<file path="src/rtl/bus_seq_pkg.sv">
package bus_seq_pkg;

  typedef enum logic [2:0] {
    K_MRD   = 3'd0,
    K_MWR   = 3'd1,
    K_IORD  = 3'd2,
    K_IOWR  = 3'd3,
    K_FETCH = 3'd4,
    K_INTA  = 3'd5
  } kind_e;

  typedef enum logic [2:0] {
    PH_IDLE,
    PH_T1,
    PH_T2,
    PH_TW,
    PH_T3,
    PH_HACK,
    PH_HOLD,
    PH_HALT
  } phase_e;

  // {io_not_mem, s1, s0}
  function automatic logic [2:0] status_of(input logic [2:0] k);
    case (k)
      K_MWR:   return 3'b001;
      K_IORD:  return 3'b110;
      K_IOWR:  return 3'b101;
      K_FETCH: return 3'b011;
      K_INTA:  return 3'b111;
      default: return 3'b010;
    endcase
  endfunction

  function automatic logic is_write(input logic [2:0] k);
    return (k == K_MWR) || (k == K_IOWR);
  endfunction

endpackage

</file>
<file path="src/rtl/bus_seq_ctrl.sv">
module bus_seq_ctrl
  import bus_seq_pkg::*;
#(
  parameter int AW = 16,
  parameter int DW = 8
) (
  input  logic          clk,
  input  logic          rst,
  input  logic          req_valid,
  input  logic [2:0]    req_kind,
  input  logic [AW-1:0] req_addr,
  input  logic [DW-1:0] req_wdata,
  input  logic          ready,
  input  logic          hold,
  input  logic          halt_in,
  input  logic [DW-1:0] ad_in,
  output phase_e        phase,
  output logic [2:0]    lat_kind,
  output logic [AW-1:0] lat_addr,
  output logic [DW-1:0] lat_wdata,
  output logic          wr_tail,
  output logic          done,
  output logic [DW-1:0] rdata
);

  phase_e phase_nx;
  logic   accept;

  assign accept = ((phase == PH_IDLE) || (phase == PH_HALT)) && !hold && req_valid;

  always_comb begin
    phase_nx = phase;
    case (phase)
      PH_IDLE: begin
        if (hold)           phase_nx = PH_HACK;
        else if (req_valid) phase_nx = PH_T1;
        else if (halt_in)   phase_nx = PH_HALT;
      end
      PH_HALT: begin
        if (hold)           phase_nx = PH_HACK;
        else if (req_valid) phase_nx = PH_T1;
        else if (!halt_in)  phase_nx = PH_IDLE;
      end
      PH_T1:   phase_nx = PH_T2;
      PH_T2,
      PH_TW:   phase_nx = ready ? PH_T3 : PH_TW;
      PH_T3:   phase_nx = hold ? PH_HACK : PH_IDLE;
      PH_HACK: phase_nx = PH_HOLD;
      PH_HOLD: phase_nx = hold ? PH_HOLD : PH_IDLE;
      default: phase_nx = PH_IDLE;
    endcase
  end

  always_ff @(posedge clk) begin
    if (rst) begin
      phase     <= PH_IDLE;
      lat_kind  <= K_MRD;
      lat_addr  <= '0;
      lat_wdata <= '0;
      wr_tail   <= 1'b0;
      done      <= 1'b0;
      rdata     <= '0;
    end else begin
      phase   <= phase_nx;
      done    <= (phase == PH_T3);
      wr_tail <= (phase == PH_T3) && is_write(lat_kind);
      if (accept) begin
        lat_kind  <= req_kind;
        lat_addr  <= req_addr;
        lat_wdata <= req_wdata;
      end
      if ((phase == PH_T3) && !is_write(lat_kind))
        rdata <= ad_in;
    end
  end

endmodule

</file>
<file path="src/rtl/bus_seq_drive.sv">
module bus_seq_drive
  import bus_seq_pkg::*;
#(
  parameter int AW = 16,
  parameter int DW = 8,
  localparam int HW = AW - DW
) (
  input  logic          rst,
  input  phase_e        phase,
  input  logic [2:0]    lat_kind,
  input  logic [AW-1:0] lat_addr,
  input  logic [DW-1:0] lat_wdata,
  input  logic          wr_tail,
  output logic [HW-1:0] addr_hi,
  output logic          addr_hi_oe,
  output logic [DW-1:0] ad_out,
  output logic          ad_oe,
  output logic          ale,
  output logic          rd_n,
  output logic          wr_n,
  output logic          ctl_oe,
  output logic          iom,
  output logic          s1,
  output logic          s0,
  output logic          iom_oe,
  output logic          hlda,
  output logic          busy
);

  logic       data_ph;
  logic       wr_kind;
  logic [2:0] st;

  assign data_ph = (phase == PH_T2) || (phase == PH_TW) || (phase == PH_T3);
  assign wr_kind = is_write(lat_kind);
  assign st      = status_of(lat_kind);

  always_comb begin
    addr_hi    = lat_addr[AW-1:DW];
    ad_out     = (phase == PH_T1) ? lat_addr[DW-1:0] : lat_wdata;
    ale        = (phase == PH_T1);
    rd_n       = !(data_ph && !wr_kind);
    wr_n       = !(data_ph && wr_kind);
    {iom, s1, s0} = st;
    hlda       = (phase == PH_HACK) || (phase == PH_HOLD);
    busy       = (phase == PH_T1) || data_ph;
    addr_hi_oe = 1'b1;
    ctl_oe     = 1'b1;
    iom_oe     = 1'b1;
    ad_oe      = (phase == PH_T1) || (data_ph && wr_kind) ||
                 (wr_tail && ((phase == PH_IDLE) || (phase == PH_HACK) || (phase == PH_HALT)));
    if (phase == PH_HALT) begin
      s1         = 1'b0;
      s0         = 1'b0;
      addr_hi_oe = 1'b0;
      ctl_oe     = 1'b0;
      iom_oe     = 1'b0;
    end
    if (phase == PH_HOLD || rst) begin
      addr_hi_oe = 1'b0;
      ad_oe      = 1'b0;
      ctl_oe     = 1'b0;
      iom_oe     = 1'b0;
    end
    if (rst) begin
      ale  = 1'b0;
      rd_n = 1'b1;
      wr_n = 1'b1;
      hlda = 1'b0;
      busy = 1'b0;
    end
  end

endmodule

</file>
<file path="src/rtl/bus_seq_top.sv">
module bus_seq_top
  import bus_seq_pkg::*;
#(
  parameter int AW = 16,
  parameter int DW = 8,
  localparam int HW = AW - DW
) (
  input  logic          clk,
  input  logic          rst,
  input  logic          req_valid,
  input  logic [2:0]    req_kind,
  input  logic [AW-1:0] req_addr,
  input  logic [DW-1:0] req_wdata,
  output logic          busy,
  output logic          done,
  output logic [DW-1:0] rdata,
  input  logic          ready,
  input  logic          hold,
  input  logic          halt_in,
  output logic          hlda,
  output logic [HW-1:0] addr_hi,
  output logic          addr_hi_oe,
  output logic [DW-1:0] ad_out,
  output logic          ad_oe,
  input  logic [DW-1:0] ad_in,
  output logic          ale,
  output logic          rd_n,
  output logic          wr_n,
  output logic          ctl_oe,
  output logic          iom,
  output logic          s1,
  output logic          s0,
  output logic          iom_oe
);

  phase_e        phase;
  logic [2:0]    lat_kind;
  logic [AW-1:0] lat_addr;
  logic [DW-1:0] lat_wdata;
  logic          wr_tail;
  logic          done_r;

  bus_seq_ctrl #(.AW(AW), .DW(DW)) ctrl_i (
    .clk       (clk),
    .rst       (rst),
    .req_valid (req_valid),
    .req_kind  (req_kind),
    .req_addr  (req_addr),
    .req_wdata (req_wdata),
    .ready     (ready),
    .hold      (hold),
    .halt_in   (halt_in),
    .ad_in     (ad_in),
    .phase     (phase),
    .lat_kind  (lat_kind),
    .lat_addr  (lat_addr),
    .lat_wdata (lat_wdata),
    .wr_tail   (wr_tail),
    .done      (done_r),
    .rdata     (rdata)
  );

  assign done = done_r && !rst;

  bus_seq_drive #(.AW(AW), .DW(DW)) drive_i (
    .rst        (rst),
    .phase      (phase),
    .lat_kind   (lat_kind),
    .lat_addr   (lat_addr),
    .lat_wdata  (lat_wdata),
    .wr_tail    (wr_tail),
    .addr_hi    (addr_hi),
    .addr_hi_oe (addr_hi_oe),
    .ad_out     (ad_out),
    .ad_oe      (ad_oe),
    .ale        (ale),
    .rd_n       (rd_n),
    .wr_n       (wr_n),
    .ctl_oe     (ctl_oe),
    .iom        (iom),
    .s1         (s1),
    .s0         (s0),
    .iom_oe     (iom_oe),
    .hlda       (hlda),
    .busy       (busy)
  );

endmodule

</file>
<file path="config.mk">
export PLATFORM = sky130hd
export DESIGN_NAME = bus_seq_top
export DESIGN_NICKNAME = d
export VERILOG_FILES = /design/src/rtl/bus_seq_pkg.sv /design/src/rtl/bus_seq_ctrl.sv /design/src/rtl/bus_seq_drive.sv /design/src/rtl/bus_seq_top.sv
export SDC_FILE = /design/constraint.sdc
export NUM_CORES = 1
export LEC_CHECK = 0
export ABC_AREA = 1
export ABC_CLOCK_PERIOD_IN_PS = 3400
export BUFFER_PORTS_ARGS = -buffer_cell sky130_fd_sc_hd__buf_2
export CORE_ASPECT_RATIO = 1.4
export CORE_MARGIN = 4
export CORE_UTILIZATION = 25
export CTS_BUF_LIST = sky130_fd_sc_hd__clkbuf_8 sky130_fd_sc_hd__clkbuf_16
export CTS_CLUSTER_SIZE = 25
export DETAILED_ROUTE_END_ITERATION = 10
export SETUP_SLACK_MARGIN = 0.05
export SLEW_MARGIN = 15
export SYNTH_ARGS = -nofsm -noshare
export SYNTH_HDL_FRONTEND = slang
export SYNTH_SLANG_ARGS = --single-unit
</file>
<file path="constraint.sdc">
create_clock -name clk -period 3.4 [get_ports clk]
set_clock_uncertainty 0.15 [all_clocks]
set_input_delay 0.68 -clock clk [delete_from_list [all_inputs] [get_ports clk]]
set_output_delay 0.68 -clock clk [all_outputs]
set_load 0.05 [all_outputs]
</file>
== Word level (Yosys, flattened, before mapping) ==
Index checks and enable logic that the tools add are counted.

* Bitwise logic cells: 0
* Add/subtract/negate cells: 0
* Multiplexer cells: 22
* Divide/modulo/power cells: 0
* Equal/unequal tests: 14
* Shifts and indexed selects: 0
* Reductions and logical operators: 27
* Multipliers: 0
* Magnitude comparators: 0

{| class="wikitable"
|+ Operator list
! operator !! count
|-
| 3-bit 2-to-1 mux || 9
|-
| 3-bit one-hot mux with 7 select lines || 1
|-
| 3-bit == test, second input constant || 6
|-
| 3-bit one-hot mux with 5 select lines || 1
|-
| 3-bit by 2-bit == test with 1-bit output, second input constant || 4
|-
| 1-bit logical OR || 11
|-
| 1-bit 2-to-1 mux || 10
|-
| 1-bit logical AND || 8
|-
| 8-bit 2-to-1 mux || 1
|-
| 4-bit != test, second input constant || 2
|-
| 3-bit by 1-bit == test with 1-bit output, second input constant || 2
|-
| 1-bit logical NOT || 5
|-
| 3-bit logical NOT || 1
|-
| 2-bit AND reduction || 1
|-
| 2-bit OR reduction || 1
|}

* RAM bits: 0
* Memory bits (read-only): 0
* Memories: 0
* Output and inout bits: 37
* Register bits after elaboration: 40
* Latch bits: 0
* Input bits: 41

== Depth between registers and ports, before layout ==
* Word-level depth: 7
* Depth in mapped cells: 8
* Gate-level depth less buffers: 7

== Hierarchy ==
Synthesis repeated with hierarchy kept, for this count alone.

* Cell total of the unflattened synthesis: 279
* Area, all modules: 1958.1 µm²

{| class="wikitable"
|+ By module, submodules not included
! module !! seq. area each (µm²) !! cells each !! area each (µm²) !! times used
|-
| bus_seq_ctrl || 800.8 || 208 || 1561.5 || 1
|-
| bus_seq_drive || 0.0 || 69 || 386.6 || 1
|-
| bus_seq_top || 0.0 || 2 || 10.0 || 1
|}

== Least setup slack after synthesis ==
No wires, ideal clock.

* Kind: input to output
* Start point: input port rst
* End point: output port ctl_oe
* Data arrival time: 2.134 ns
* Stages on the path: 5
* Slack: 0.436 ns
* Data required time: 2.570 ns
* Path through: clkbuf_1 -> inv_1 -> nand2_1 -> nor2_1 -> buf_4

* Word-level cells in the longest chain between the ends: 2

{| class="wikitable"
|+ RTL lines
! element !! RTL line !! source
|-
| from (decl) || bus_seq_top.sv:9 || <nowiki>input logic rst,</nowiki>
|-
| 1-bit logical OR || bus_seq_drive.sv:59 || <nowiki>if (phase == PH_HOLD || rst) begin</nowiki>
|-
| 1-bit 2-to-1 mux || - ||
|-
| to (decl) || bus_seq_top.sv:29 || <nowiki>output logic ctl_oe,</nowiki>
|}

No other way between the ends.

== Worst setup path in the final report ==
* Start point: register ctrl_i.phase[0]
* End point: output port busy

* Word-level cells in the longest chain between the ends: 5

{| class="wikitable"
|+ RTL lines
! element !! RTL line !! source
|-
| from (decl) || bus_seq_ctrl.sv:17 || <nowiki>output phase_e phase,</nowiki>
|-
| from (signal assigned) || bus_seq_ctrl.sv:64 || <nowiki>phase <= phase_nx;</nowiki>
|-
| 3-bit by 2-bit == test with 1-bit output || bus_seq_drive.sv:34 || <nowiki>assign data_ph = (phase == PH_T2) || (phase == PH_TW) || (phase == PH_T3);</nowiki>
|-
| 1-bit logical OR (2 in a row) || bus_seq_drive.sv:34 ||
|-
| 1-bit logical OR * || bus_seq_drive.sv:46 || <nowiki>busy = (phase == PH_T1) || data_ph;</nowiki>
|-
| 1-bit 2-to-1 mux * || bus_seq_drive.sv:65 || <nowiki>if (rst) begin</nowiki>
|-
| to (decl) || bus_seq_top.sv:14 || <nowiki>output logic busy,</nowiki>
|}

Mark *: on every way between the ends. The rest lies on a longest branch, timed or not.

==> parameters.txt <==
Parameter                              Value

Outcome
  Status ... complete, no violations

Setup path
  Largest fanout of any net on the critical path ... 10
  Worst stage delay on the critical path ... 0.51 ns
  Chain of cells forming the critical path ... nand2_1 > nor2_4 > inv_2 > a21oi_1 > buf_2
  Kind of start point of the critical path ... flop
  Worst Path Class, Setup ... reg -> out
  Setup crit end kind ... primary output
  Arrival @ worst endpoint ... between 1.5 and 2 ns
  Req. time, crit path ... 2.57 ns
  Critical-path cell with the highest stage delay ... sky130_fd_sc_hd__dfxtp_1

CTS
  Number of instances resized during post-cts repair ... 0
  TritonCTS clock tree ... done
  Clock input transition at the sequential cells of the worst setup and hold paths ... around 0.06 ns
  Clock buffer count from CTS ... 5
  Sink count of the clock tree ... 40
  Max Buffers Root-to-Sink ... 2
  Hold bufs inserted after CTS ... 0
  Insertion delay to the later sink of the worst-skew pair ... 0.28 ns
  H-tree level count ... 2
  Clock root cell ... sky130_fd_sc_hd__clkbuf_16
  Post CTS Setup Buffer Count ... 0

Place
  DP Wirelength ... between 4000 and 5000 µm
  Placer Congestion ... between 0.8 and 0.9
  Dpl cells ... between 400 and 500
  PortBufs ... 77

Pwr
  Net Sw Power ... 0.766 mW
  Cell-internal power ... ~0.99 mW
  Worst vdd rail ir drop ... between 200 and 300 µV
  Static leakage ... ~1.1 nW
  Sw Share ... a little over two fifths
  Combinational cell fraction of total power ... around 39%
  Power per unit of standard cell area ... around 680 mW/mm²
  Clock Power Share ... a little over a quarter
  Flop pwr share ... 33.3%

Logic synthesis
  Top cells by area, synth ... sky130_fd_sc_hd__dfxtp_1, sky130_fd_sc_hd__nand2_1, sky130_fd_sc_hd__nand3_1, sky130_fd_sc_hd__a21oi_2, sky130_fd_sc_hd__nand2_2
  Cell taking the most area after synthesis ... sky130_fd_sc_hd__dfxtp_1
  Share of the synthesized area in the top cell type ... roughly 38%
  Netlist cell types ... 21
  Post-synthesis cell count ... 273
  Synthesis Warnings ... 0
  Flop and latch count out of synthesis ... 40
  Post-synthesis instance area ... roughly 0.0021 mm²
  Syn nets ... about 310
  Sequential fraction of the synthesis area ... between 30% and 40%
  Mean area per synthesized cell ... 7.63 µm²

Final layout
  Diode count ... 0
  Final cell count without fillers ... approximately 440
  Top library cells by usage in the layout, fill and taps aside ... sky130_fd_sc_hd__buf_2, sky130_fd_sc_hd__nand2_1, sky130_fd_sc_hd__dfxtp_1
  Layout cell share with drive strength beyond 1 ... between 30% and 40%
  Layout area overhead ... 23.5%
  Fin nets ... about 380
  Commonest non-fill, non-tap cell in the layout ... sky130_fd_sc_hd__buf_2

Die
  Die area ... slightly below 0.01 mm²
  Die span in x ... between 80 and 90 µm
  Number of placed I/O pins ... 78
  Die Y ... between 100 and 150 µm
  Standard cell core area ... 0.00815 mm²
  Starting Density ... between 20% and 30%
  Core Rows ... 39

Global route
  Global-route usage over all layers ... between 10% and 20%
  Initial antenna violation count ... 0
  Wire length of the first global-routing pass ... ~9300 µm
  Maximum number of pins on one net before global-route repair ... 29
  Vias in the first global route ... between 2k and 2.5k
  Sum of overflow across all layers after global routing ... 0

Timing
  Worst-case hold slack ... 0.293 ns
  Least-Margin Pin Slew ... approximately 0.6 ns
  Slew HR ... about three fifths
  Post-route setup TNS ... 0 ns
  Final period util ... 79.1%
  Slew Viols, Final ... 0
  Final hold violation count ... 0
  Max Freq ... 372 MHz
  Setup repair after global routing missed its margin ... false
  Number of setup violations in the final report ... 0
  Final Critical Period ... ~2.7 ns

Drt
  Detail-routed via count per cell ... between 4 and 5
  Vias after detailed routing ... 1,948
  First DRT Iteration DRCs ... 49
  WL final ... 5530 µm
  Detailed-route DRC error count ... 0
  Average wire length per cell after detail routing ... about 13 µm
  DRT antenna net count ... 0
  Pre-Repair DR Iteration Count ... 4

Run
  Max-cap violations ... 0

Worst hold path
  Worst hold-check path type ... reg -> reg
==> cell families (layout without fill, tap and decap cells) <==
family          after synthesis  in the layout  synth area share (%)
simple gates                136            136                  32.7
buf+inv                      47            111                  13.2
compound gates               50             50                  15.6
flops                        40             40                  38.5
==> sequential cells by signal, summed over array words and instances, names as in the netlist <==
name,cells
ctrl_i.lat_addr,16
ctrl_i.done,1
ctrl_i.phase,3
ctrl_i.rdata,8
ctrl_i.lat_kind,3
ctrl_i.wr_tail,1
ctrl_i.lat_wdata,8
==> power by group through the flow <==
| stage | combinational (mW) | sequential (mW) | clock [mW] |
|---|---|---|---|
| after floorplan | 0.535 | 0.657 | 0 |
| after global placement | 0.695 | 0.593 | 0 |
| after detailed placement | 0.700 | 0.596 | 0 |
| after CTS | 0.702 | 0.586 | 0.494 |
| after global routing | 0.757 | 0.594 | 0.515 |
| final | 0.691 | 0.586 | 0.482 |
==> metrics by stage <==
stage	total power [mW]	utilization [%]	worst slack, ns	instance area, µm²
6_report	1.76	31.6	0.712	2570
5_1_grt	1.87	31.6	0.589	2570
4_1_cts	1.78	31.6	0.690	2570
3_5_place_dp	1.30	29.7	0.888	2420
3_3_place_gp	1.29	29.7	0.885	2420
2_1_floorplan	1.19	-	0.436	2080
==> path summary, 6_finish.rpt <==
check                               start                               to  slack, ns  depth (start not counted)
min          ctrl_i.rdata[3]$_SDFFE_PP0P_     ctrl_i.rdata[3]$_SDFFE_PP0P_       0.29                          2
min reg2reg  ctrl_i.rdata[3]$_SDFFE_PP0P_     ctrl_i.rdata[3]$_SDFFE_PP0P_       0.29                          2
max reg2reg  ctrl_i.phase[2]$_SDFFE_PP0P_  ctrl_i.lat_addr[4]$_SDFFE_PP0P_       1.60                          6
max          ctrl_i.phase[0]$_SDFFE_PP0P_                             busy       0.71                          5
==> layer usage <==
metal / GRT usage [%] / vias to the layer above / wire [µm]
met1: 14.2 / 879 / 2400
met4: 2.96 / 0 / 53
li1: - / 995 / -
met2: 19.9 / 67 / 2680
met5: 0 / - / 0
met3: 2.99 / 7 / 401
==> final cells by class <==
type | count | area (µm²)
Sequential cell | 40 | 801
Multi-Input combinational cell | 186 | 1010
Tap cell | 102 | 128
Inverter | 25 | 93.8
Timing Repair Buffer | 78 | 393
Fill cell | 885 | 5580
Clock inverter | 2 | 11.3
Clock buffer | 6 | 139
==> synth_stat cells, drive strengths merged <==
cell type and number:
clkbuf 4, nor2 13, nor3 1, o21ai 9, buf 18, dfxtp 40
a21oi 41, nand3 39, nand2 82, inv 25, nor2b 1
==> critical path, delay by kind of cell, from the launching register on <==
family	cells	cell delay, ns
compound gates	1	0.16
simple gates	2	0.46
flops	1	0.51
buf+inv	2	0.45
Note: power is estimated with default switching activity, not from simulation.
